[config.mk]
export PLATFORM = sky130hd
export DESIGN_NAME = bitacc_core
export DESIGN_NICKNAME = d
export VERILOG_FILES = /design/src/rtl/bitacc_pkg.sv /design/src/rtl/bitacc_rst_sync.sv /design/src/rtl/bitacc_prog_store.sv /design/src/rtl/bitacc_var_file.sv /design/src/rtl/bitacc_exec.sv /design/src/rtl/bitacc_core.sv
export SDC_FILE = /design/constraint.sdc
export NUM_CORES = 1
export LEC_CHECK = 0
export BUFFER_PORTS_ARGS = -buffer_cell sky130_fd_sc_hd__buf_2
export CORE_MARGIN = 8
export CORE_UTILIZATION = 30
export CTS_BUF_LIST = sky130_fd_sc_hd__clkbuf_16
export CTS_CLUSTER_DIAMETER = 120
export CTS_CLUSTER_SIZE = 8
export DETAILED_ROUTE_END_ITERATION = 8
export HOLD_SLACK_MARGIN = 0.03
export PLACE_DENSITY_LB_ADDON = 0.1
export RECOVER_POWER = 25
export SYNTH_ARGS = -nofsm -noshare
export SYNTH_HDL_FRONTEND = slang
export SYNTH_SLANG_ARGS = --single-unit
[constraint.sdc]
create_clock -name clk -period 0.8 [get_ports clk]
set_input_delay 0.24 -clock clk [delete_from_list [all_inputs] [get_ports clk]]
set_output_delay 0.24 -clock clk [all_outputs]
set_load 0.01 [all_outputs]
[src/rtl/bitacc_pkg.sv]
package bitacc_pkg;
  localparam int unsigned NAME_W = 4;
  localparam int unsigned OP_W   = 2;
  localparam int unsigned WORD_W = 1 + OP_W + NAME_W;
  localparam int unsigned NVARS  = 1 << NAME_W;

  typedef enum logic [OP_W-1:0] {
    OP_COPY = 2'b00,
    OP_INV  = 2'b01,
    OP_AND  = 2'b10,
    OP_OR   = 2'b11
  } op_e;

  typedef struct packed {
    logic              is_load;
    op_e               op;
    logic [NAME_W-1:0] name;
  } word_t;
endpackage

[src/rtl/bitacc_rst_sync.sv]
module bitacc_rst_sync (
  input  logic clk,
  input  logic rst_n,
  output logic rst_sync_n
);
  logic stage_q;

  always_ff @(posedge clk or negedge rst_n) begin
    if (!rst_n) begin
      stage_q    <= 1'b0;
      rst_sync_n <= 1'b0;
    end else begin
      stage_q    <= 1'b1;
      rst_sync_n <= stage_q;
    end
  end
endmodule

[src/rtl/bitacc_prog_store.sv]
module bitacc_prog_store #(
  parameter int unsigned ADDR_W = 5,
  parameter int unsigned DATA_W = 7
) (
  input  logic              clk,
  input  logic              we,
  input  logic [ADDR_W-1:0] waddr,
  input  logic [DATA_W-1:0] wdata,
  input  logic [ADDR_W-1:0] raddr,
  output logic [DATA_W-1:0] rdata
);
  localparam int unsigned DEPTH = 1 << ADDR_W;

  logic [DATA_W-1:0] mem_q [DEPTH];

  always_ff @(posedge clk) begin
    if (we) begin
      mem_q[waddr] <= wdata;
    end
  end

  assign rdata = mem_q[raddr];
endmodule

[src/rtl/bitacc_var_file.sv]
module bitacc_var_file #(
  parameter int unsigned NAME_W = 4
) (
  input  logic                   clk,
  input  logic                   rst_n,
  input  logic                   we,
  input  logic [NAME_W-1:0]      waddr,
  input  logic                   wdata,
  output logic [(1<<NAME_W)-1:0] bits_q
);
  localparam int unsigned NV = 1 << NAME_W;

  logic [NV-1:0] bits_d;

  for (genvar i = 0; i < NV; i++) begin : g_bit
    always_comb begin
      bits_d[i] = bits_q[i];
      if (we && (waddr == NAME_W'(i))) begin
        bits_d[i] = wdata;
      end
    end

    always_ff @(posedge clk or negedge rst_n) begin
      if (!rst_n) begin
        bits_q[i] <= 1'b0;
      end else begin
        bits_q[i] <= bits_d[i];
      end
    end
  end
endmodule

[src/rtl/bitacc_exec.sv]
module bitacc_exec
  import bitacc_pkg::*;
(
  input  word_t word,
  input  logic  acc,
  input  logic  var_bit,
  output logic  acc_nxt,
  output logic  store_req
);
  always_comb begin
    acc_nxt   = acc;
    store_req = 1'b0;
    if (word.is_load) begin
      unique case (word.op)
        OP_COPY: acc_nxt = var_bit;
        OP_INV:  acc_nxt = ~var_bit;
        OP_AND:  acc_nxt = acc & var_bit;
        OP_OR:   acc_nxt = acc | var_bit;
        default: acc_nxt = acc;
      endcase
    end else begin
      store_req = 1'b1;
    end
  end
endmodule

[src/rtl/bitacc_core.sv]
module bitacc_core
  import bitacc_pkg::*;
#(
  parameter int unsigned PC_W = 5
) (
  input  logic              clk,
  input  logic              rst_n,
  input  logic              run_en,
  input  logic              ld_we,
  input  logic [PC_W-1:0]   ld_addr,
  input  logic [WORD_W-1:0] ld_data,
  output logic              acc_out,
  output logic [PC_W-1:0]   pc_out,
  output logic [NVARS-1:0]  vars_out
);
  logic              rst_sync_n;
  logic [PC_W-1:0]   pc_q, pc_d;
  logic              acc_q, acc_d;
  logic [WORD_W-1:0] cur_raw;
  word_t             cur_word;
  logic              acc_nxt;
  logic              store_req;
  logic              var_we;
  logic              mem_we;
  logic [NVARS-1:0]  vars_q;

  bitacc_rst_sync u_rst (
    .clk        (clk),
    .rst_n      (rst_n),
    .rst_sync_n (rst_sync_n)
  );

  assign mem_we = ld_we & ~run_en;

  bitacc_prog_store #(.ADDR_W(PC_W), .DATA_W(WORD_W)) u_prog (
    .clk   (clk),
    .we    (mem_we),
    .waddr (ld_addr),
    .wdata (ld_data),
    .raddr (pc_q),
    .rdata (cur_raw)
  );

  assign cur_word = word_t'(cur_raw);

  bitacc_exec u_exec (
    .word      (cur_word),
    .acc       (acc_q),
    .var_bit   (vars_q[cur_word.name]),
    .acc_nxt   (acc_nxt),
    .store_req (store_req)
  );

  assign var_we = run_en & store_req;

  bitacc_var_file #(.NAME_W(NAME_W)) u_vars (
    .clk    (clk),
    .rst_n  (rst_sync_n),
    .we     (var_we),
    .waddr  (cur_word.name),
    .wdata  (acc_q),
    .bits_q (vars_q)
  );

  always_comb begin
    pc_d  = pc_q;
    acc_d = acc_q;
    if (run_en) begin
      pc_d  = pc_q + PC_W'(1);
      acc_d = acc_nxt;
    end
  end

  always_ff @(posedge clk or negedge rst_sync_n) begin
    if (!rst_sync_n) begin
      pc_q  <= '0;
      acc_q <= 1'b0;
    end else begin
      pc_q  <= pc_d;
      acc_q <= acc_d;
    end
  end

  assign acc_out  = acc_q;
  assign pc_out   = pc_q;
  assign vars_out = vars_q;
endmodule

* After elaboration in Yosys (flattened, before gate mapping) *
Memory sizes are Yosys's and may differ from the RTL's.
Cells that the tools add are included.

word-level totals
  register bits = 24
  latch bits = 0
  memory bits (writable) = 224
  memory bits (read-only) = 0
  output and inout port bits = 22
  logic and storage cells = 72
  memories kept = 1

cells by class
  add/subtract/negate cells = 1
  multipliers = 0
  divide/modulo/power cells = 0
  order comparisons = 1
  eq/ne operators = 18
  shift operators = 0
  mux-type cells = 6
  bitwise operators = 6
  reductions and logical operators = 19

memory list
  name          words  bits a word  rd ports  clocked after Yosys merged registers in  write ports  line                     text
  u_prog.mem_q  32     7            1         0                                        1            bitacc_prog_store.sv:14  logic [DATA_W-1:0] mem_q [DEPTH];

operators with widths
  operator                                                                       number
  4-bit == test (second input constant)                                          8
  4-bit by 3-bit == test with 1-bit output (second input constant)               4
  1-bit logical AND                                                              16
  4-bit by 2-bit == test with 1-bit output (second input constant)               2
  5-bit by 1-bit adder with 5-bit output (second input constant)                 1
  4-bit by 5-bit less-than comparator with 1-bit output (second input constant)  1
  1-bit binary-select mux with 4-bit select                                      1
  2-bit == test (second input constant)                                          2
  4-bit by 1-bit == test with 1-bit output (second input constant)               1
  4-bit zero test                                                                1
  1-bit two-way mux                                                              4
  1-bit one-hot mux with 4 select lines                                          1
  1-bit AND                                                                      3
  2-bit by 1-bit == test with 1-bit output (second input constant)               1
  2-bit zero test                                                                1
  1-bit inverter                                                                 2
  2-bit AND reduction                                                            1
  1-bit OR                                                                       1

* Longest topological paths before layout *
Gate-level depths: netlist (run 1).
An unclocked memory read counts as a cell.

  depth after elaboration = 5
  depth in mapped cells = 14
  gate-level depth less buffers = 8

* By module *
Synthesis (run 1) repeated with hierarchy kept, for this count alone.

second synthesis, totals
  cells, all modules = 458
  area, all modules = 9,900.7 um2

modules (own cells, without submodules)
  module             instances  cells an instance  area each (um2)  seq. area each (um2)
  bitacc_prog_store  1          363                8,693.3          6,726.5
  bitacc_var_file    1          59                 725.7            400.4
  bitacc_core        1          26                 387.9            150.1
  bitacc_rst_sync    1          3                  53.8             50.0
  bitacc_exec        1          7                  40.0             0.0

* Worst setup path before layout (run 1) *
No wires, ideal clock.

  path kind = reg-to-reg
  from = register pc_q[0], in the netlist pc_out[0]
  to = register acc_q, in the netlist acc_out
  library setup time = 0.125 ns
  arrival = 2.995 ns
  path slack = -2.320 ns
  stages on the path, launching flop included = 11
  buffers on the path = 2
  cells stage by stage = dfrtp_1 -> buf_6 -> buf_12 -> mux2_1 -> a221oi_1 -> a211oi_1 -> a21oi_4 -> mux4_2 -> mux4_2 -> nor3_1 -> nor3_1

on the way
  longest elaborated chain between the ends = 5

ends and longest elaborated chain
  what                                       line               text
  from (decl)                                bitacc_core.sv:17  logic [PC_W-1:0] pc_q, pc_d;
  from (signal assigned)                     bitacc_core.sv:79  pc_q <= pc_d;
  memory read 32 x 7 bit (*)                 --
  1-bit binary-select mux with 4-bit select  bitacc_core.sv:49  .var_bit (vars_q[cur_word.name]),
  1-bit two-way mux (not written as such)    bitacc_core.sv:49
  1-bit OR, or another cell as far along     bitacc_exec.sv:18  OP_OR: acc_nxt = acc | var_bit;
  1-bit one-hot mux with 4 select lines      bitacc_exec.sv:14  unique case (word.op)
  to (signal assigned)                       bitacc_core.sv:77  acc_q <= 1'b0;
  to (signal assigned)                       bitacc_core.sv:80  acc_q <= acc_d;
  to (decl)                                  bitacc_core.sv:18  logic acc_q, acc_d;

Mark *: on every way between the ends. The rest lies on a longest branch, timed or not. The select of a mux whose other input is x is not followed.
A chain may end at the register's enable or synchronous reset.

* Worst setup path after layout (run 1) *
Ends and elaborated chain as after synthesis.

==> impl_metrics.json, run 1 <==
{
  "status": "finished, violations left",
  "violations": "setup timing",
  "ys_async_sr_fraction_pct": 9.677,
  "maxCapViolCount": 0,
  "start_kind": "flop",
  "post_synth.cell_area_avg_sq_um": 18.62,
  "yosysSeqAreaShare_pct": 71.93,
  "reg2reg_slack_ns": -2.46,
  "synth_fp_nets": 564,
  "viasPerCell": 4.844,
  "r2r-start": "pc_out[0]$_DFFE_PN0P_",
  "diodes": 0,
  "path_clk_slew_ns": 0.05,
  "design.core.area_sq_um": 33450,
  "rsz0062_at_grt": "true",
  "ant_nets": 0,
  "placementRows": 67,
  "fin_skew_ns": 0.02081,
  "track_usage_pct": 13.61,
  "drc": 0,
  "first_global_vias": 6211,
  "ios": 38,
  "setup_violations": 268,
  "hold_path_class": "in -> async",
  "areaGrowthSynthToFinish_pct": 38.96,
  "clock-sinks": 248,
  "place_hpwl_mm": 18.58,
  "start_util_pct": 30.45,
  "ys_ff_latch": 248,
  "die-area_sq_um": 40110,
  "grt_max_degree": 33,
  "synth_edf_count": 224,
  "final-hold-violation-count": 0,
  "clk_latency_ns": 0.50,
  "grt_overflow": 0,
  "clockBufferDepth": 3,
  "drtIter0Drc": 378,
  "fin_setup_tns_ns": -101.82,
  "peakVddDrop_uv": 1658,
  "power_density_nw_per_um2": 3502,
  "r2r-end": "acc_out$_DFFE_PN0P_",
  "drive_gt1_share_pct": 50.47,
  "drt-wirelength-per-cell_um": 23.06,
  "crit_required_ns": 1.22,
  "max_freq_ghz": 0.3071,
  "yosys_warnings": 0,
  "wl_mm": 27.60,
  "numCtsBuffers": 36,
  "syn_inst": 547,
  "cp_max_fo": 5,
  "grt_pass1_wl_mm": 41.15,
  "post-route-cell-area_sq_um": 14150,
  "total_leakage_power_nw": 4.951,
  "antenna_found_initial": 0,
  "period_minus_slack_ns": 3.256,
  "h-tree-depth": 2,
  "fin_nets": 755,
  "path_class": "reg -> reg",
  "setup_ws_ns": -2.456,
  "root_buffer": "clkbuf_16",
  "ys_types": 56,
  "cts_tree": "done",
  "gp_congestion": 0.7704,
  "io_buffers": 37,
  "dr.pass1.iters": 4,
  "reg2regPathDepth": 9,
  "post_dp_cell_area_sq_um": 12100,
  "slew_headroom_pct": 47.49,
  "ys.flop_type": "edfxtp_1",
  "drv_slew": 0,
  "min_period_over_period_pct": 407.1,
  "die_w_um": 200.3,
  "tightest_slew_ns": 0.7876,
  "die_h_um": 200.3,
  "via_count": 5798,
  "crit_arrival_ns": 3.68,
  "synth_area_sq_um": 10190,
  "end_kind": "flop"
}
layer usage:
metal	global-route usage, %	share of wire (%)
met5	0	0
met4	3.154	1.7
met3	2.501	3.4
met2	22.34	48
met1	18.55	47
cells by family after synthesis:
family / Yosys count / share of synthesized area [%]
compound gates: 50 / 3.759
buf+inv: 31 / 1.953
flops: 248 / 71.93
fa+ha+maj: 1 / 0.1228
simple gates: 109 / 5.343
mux: 103 / 16.51
xor+xnor: 4 / 0.3440
other cells: 1 / 0.03682
worst max-delay path by stage:
stage                                from                   to  slack [ns]  cells after the start
floorplan           pc_out[0]$_DFFE_PN0P_  acc_out$_DFFE_PN0P_       -2.26                     10
global placement    pc_out[0]$_DFFE_PN0P_  acc_out$_DFFE_PN0P_       -2.59                      9
detailed placement  pc_out[0]$_DFFE_PN0P_  acc_out$_DFFE_PN0P_       -2.61                      9
CTS                 pc_out[0]$_DFFE_PN0P_  acc_out$_DFFE_PN0P_       -2.46                     11
global route        pc_out[0]$_DFFE_PN0P_  acc_out$_DFFE_PN0P_       -2.62                     11
finish              pc_out[0]$_DFFE_PN0P_  acc_out$_DFFE_PN0P_       -2.46                      9
synth_stat cells (all sizes together), types with 6 or more instances:
library cell	instances	area, sq um
nand2	23	91.34
mux2i	34	352.8
a21oi	6	45.05
edfxtp	224	6726
o22ai	6	37.54
nor2	45	178.9
mux4	42	1013
mux2	27	315.3
dfrtp	24	600.6
clkbuf	12	45.04
buf	16	142.6
a221oi	10	87.58
o221ai	8	70.07
nand3	11	60.06
power breakdown:
part / internal [mW] / switching (mW)
Combinational: 10.7 / 10.5
Clock: 7.98 / 5.13
Sequential: 14.7 / 0.583
Total: 33.4 / 16.2
registers in the layout, summed over array words and instances (netlist names):
| name | flops |
|---|---|
| u_prog.mem_q | 224 |
| u_vars.bits_q | 16 |
| pc_out | 5 |
| acc_out | 1 |
| u_rst.rst_sync_n | 1 |
| u_rst.stage_q | 1 |
metrics by stage:
step | util, % | instances | worst slack [ns] | power [mW] | hold slack, ns
global route | 42.32 | 1197 | -2.616 | 51.94 | 0.07159
detailed placement | 36.17 | 1107 | -2.612 | 31.97 | 0.02892
CTS | 41.90 | 1187 | -2.462 | 49.04 | 0.04078
floorplan | - | 547 | -2.264 | 25.70 | -0.05559
global placement | 36.17 | 1107 | -2.594 | 31.90 | 0.02834
finish | 42.32 | 1197 | -2.456 | 49.57 | 0.05664
placed cells by master (no fill, tap or decap), types with 9 or more instances in the layout:
| master | instances |
|---|---|
| mux2_2 | 9 |
| buf_2 | 10 |
| clkbuf_16 | 36 |
| buf_4 | 67 |
| nor2_4 | 41 |
| mux2_4 | 17 |
| nand2_1 | 11 |
| dfrtp_1 | 20 |
| mux2i_1 | 32 |
| edfxtp_1 | 224 |
| mux4_2 | 34 |
| inv_1 | 12 |
| buf_12 | 33 |
| buf_6 | 54 |
area by class of cell:
class | instances | area [sq um]
clock buffer | 36 | 900.9
clock inverter | 13 | 66.31
timing repair buffer | 181 | 1977
tap | 448 | 560.5
multi-input combinational | 268 | 3297
sequential | 248 | 7335
inverter | 3 | 18.77
fill | 2961 | 19290
critical path, cell delays in order, from the launching register on:
cell and delay (ns):
dfrtp_4 0.46, buf_8 0.14, mux4_2 0.50, mux2i_2 0.25, nand2_1 0.15, a21oi_4 0.31
mux4_2 0.56, mux4_2 0.52, mux2i_1 0.14, nor3_1 0.13
what timing repair did:
action | in CTS | in global routing
gates resized for setup | 138 | 37
hold buffers | 1 | 0
buffers inserted | 34 | 15
pin swaps | 36 | 26
endpoints found under the hold margin | 2 | 0
endpoints found under the setup margin | 268 | 268
No activity file was read; power rests on OpenSTA's default activity.
==> run 2: changes to the inputs <==
TNS_END_PERCENT = 20   (was not set)
==> run 2 against run 1 <==
  * The run still ends with setup timing left
  * Register-to-register slack better by 0.12 ns
  * Cell area shrank 4.3%
  * Sequential cell count unchanged
  * Final cell count is 0.58% lower
  * Wire length decreased by 1.1%
  * Clock power hardly changed
  * Global-route usage down 0.062 points
  * Worst setup slack gained 0.12 ns
  * Sequential share of layout area is 2.3 points higher
==> impl_metrics.json, run 2 (synthesis gave the netlist of run 1 again) <==
{
  "die_w_um": 200.3,
  "endpoint": "acc_out$_DFFE_PN0P_",
  "path_class": "reg -> reg",
  "via_count": 5769,
  "violations": "setup timing",
  "path_clk_slew_ns": 0.05,
  "drv_slew": 0,
  "peakVddDrop_uv": 1202,
  "status": "finished, violations left",
  "post-route-cell-area_sq_um": 13550,
  "crit_buf_inv": 2,
  "crit_required_ns": 1.18,
  "track_usage_pct": 13.55,
  "dr.pass1.iters": 4,
  "place_inst": 1122,
  "clockBufferDepth": 3,
  "cts_tree": "done",
  "start_kind": "flop",
  "tightest_slew_ns": 0.7532,
  "p_sw_mw": 14.71,
  "drc": 0,
  "largest_register_ffs": 224,
  "mostFrequentLayoutCell": "edfxtp_1",
  "grt_overflow": 0,
  "swShare_pct": 31.59,
  "fin_skew_ns": 0.01491,
  "post_dp_cell_area_sq_um": 11870,
  "first_global_vias": 6252,
  "cp.depth": 10,
  "layout.cells.non_filler": 1190,
  "crit_arrival_ns": 3.52,
  "top_register": "u_prog.mem_q",
  "end_kind": "flop",
  "place_hpwl_mm": 18.63,
  "antenna_found_initial": 1,
  "setup_ws_ns": -2.332,
  "intPower_mw": 31.85,
  "design.core.area_sq_um": 33450,
  "total_leakage_power_nw": 4.799,
  "drive_gt1_share_pct": 45.15,
  "grt_max_degree": 33,
  "maxCapViolCount": 0,
  "cp_top_family": "multiplexers",
  "slew_headroom_pct": 49.79,
  "start_util_pct": 30.45,
  "r2r-start": "pc_out[0]$_DFFE_PN0P_",
  "layout_common_cells": "224 x edfxtp_1, 68 x buf_6, 65 x buf_4",
  "viasPerCell": 4.848,
  "crit_path_frequent_cell": "mux4_2",
  "drt-wirelength-per-cell_um": 22.94,
  "max_freq_ghz": 0.3192,
  "fill_cells": 3000,
  "final-hold-violation-count": 0,
  "min_period_over_period_pct": 391.6,
  "reg2reg_slack_ns": -2.33,
  "hold_path_class": "in -> async",
  "grt_pass1_wl_mm": 40.94,
  "root_buffer": "clkbuf_16",
  "clkPwrFrac_pct": 28.2,
  "io_buffers": 37,
  "utilization_pct": 40.52,
  "slowest_delay_ns": 0.52,
  "cp_max_fo": 5,
  "die-area_sq_um": 40110,
  "h-tree-depth": 2,
  "period_minus_slack_ns": 3.132,
  "rsz0062_at_grt": "true",
  "r2r-end": "acc_out$_DFFE_PN0P_",
  "cp_cell_sequence": "buf_12 > mux4_2 > a221oi_2 > a211oi_2 > a21oi_4 > buf_12 > mux4_2 > mux4_2 > mux2i_1 > nor3_1",
  "slowest_stage": "mux4_2",
  "power_density_nw_per_um2": 3435,
  "ios": 38,
  "reg2regPathDepth": 10,
  "startpoint": "pc_out[0]$_DFFE_PN0P_",
  "placementRows": 67,
  "gp_congestion": 0.7755,
  "clk_latency_ns": 0.51,
  "fin_nets": 748,
  "clock-sinks": 248,
  "fin_total_pwr_mw": 46.56,
  "drtIter0Drc": 360,
  "areaGrowthSynthToFinish_pct": 33.05,
  "wl_mm": 27.30,
  "numCtsBuffers": 36,
  "ant_nets": 0,
  "setup_violations": 268,
  "power_frac_seq_pct": 32.8,
  "power_frac_comb_pct": 39.0,
  "die_h_um": 200.3,
  "diodes": 0
}
-- run 2: changes by cell type in the layout (fill, tap and decap cells not counted), moves of 7 or more --
cell	change
nor2_2	+15
mux2_4	-11
nor2_4	-23
nand2_1	+7
buf_6	+14
buf_12	-21
mux2_1	+9
nor2_1	+8
-- run 2: worst min path at each step --
stage	from	endpoint	slack, ns	cells past startpoint
finish	rst_n	u_rst.rst_sync_n$_DFF_PN0_	0.06	2
detailed placement	rst_n	u_rst.rst_sync_n$_DFF_PN0_	0.03	1
floorplan	rst_n	u_rst.rst_sync_n$_DFF_PN0_	-0.06	0
global route	rst_n	u_rst.stage_q$_DFF_PN0_	0.08	2
CTS	rst_n	u_rst.rst_sync_n$_DFF_PN0_	0.05	2
global placement	rst_n	u_rst.rst_sync_n$_DFF_PN0_	0.03	1
-- run 2: cell type report --
class                      instances  area [sq um]  area share, %
inverter                           3         11.26        0.08309
multi-input combinational        268          2955          21.81
clock inverter                    13         66.31         0.4893
timing repair buffer             174          1722          12.70
clock buffer                      36         900.9          6.647
tap                              448         560.5          4.136
sequential                       248          7337          54.14
-- run 2: power groups by stage --
stage / Combinational, mW / Clock (mW) / Sequential, mW
floorplan: 9.74 / 0 / 15.4
global placement: 15.7 / 0 / 15.7
detailed placement: 15.8 / 0 / 15.7
CTS: 18.1 / 13.5 / 15.3
global route: 19.4 / 14.0 / 15.3
finish: 18.1 / 13.1 / 15.3
-- run 2: metrics by stage --
step           hold slack, ns  setup WS, ns  setup TNS, ns
6_report              0.06208        -2.332        -108.09
5_1_grt               0.08088        -2.480        -114.50
4_1_cts               0.05205        -2.334        -103.49
3_5_place_dp          0.03056        -2.446        -246.35
3_3_place_gp          0.03042        -2.432        -240.75
2_1_floorplan        -0.05559        -2.264        -204.17
-- run 2: repair_timing --
item / 4_1_cts / 5_1_grt
hold buffers: 1 / 0
setup buffers: 18 / 7
gates resized for setup: 112 / 46
setup endpoints to repair: 268 / 268
pin swaps: 6 / 12
hold endpoints to repair: 2 / 0
-- run 2: layer usage --
layer / wire, um / up-vias / share of wire (%) / global-route usage (%)
met5: 0 / - / 0 / 0
met4: 782 / 0 / 2.9 / 5.230
met3: 1359 / 55 / 5.0 / 2.759
met2: 12540 / 150 / 46 / 20.97
met1: 12620 / 2981 / 46 / 18.55
li1: - / 2583 / - / -
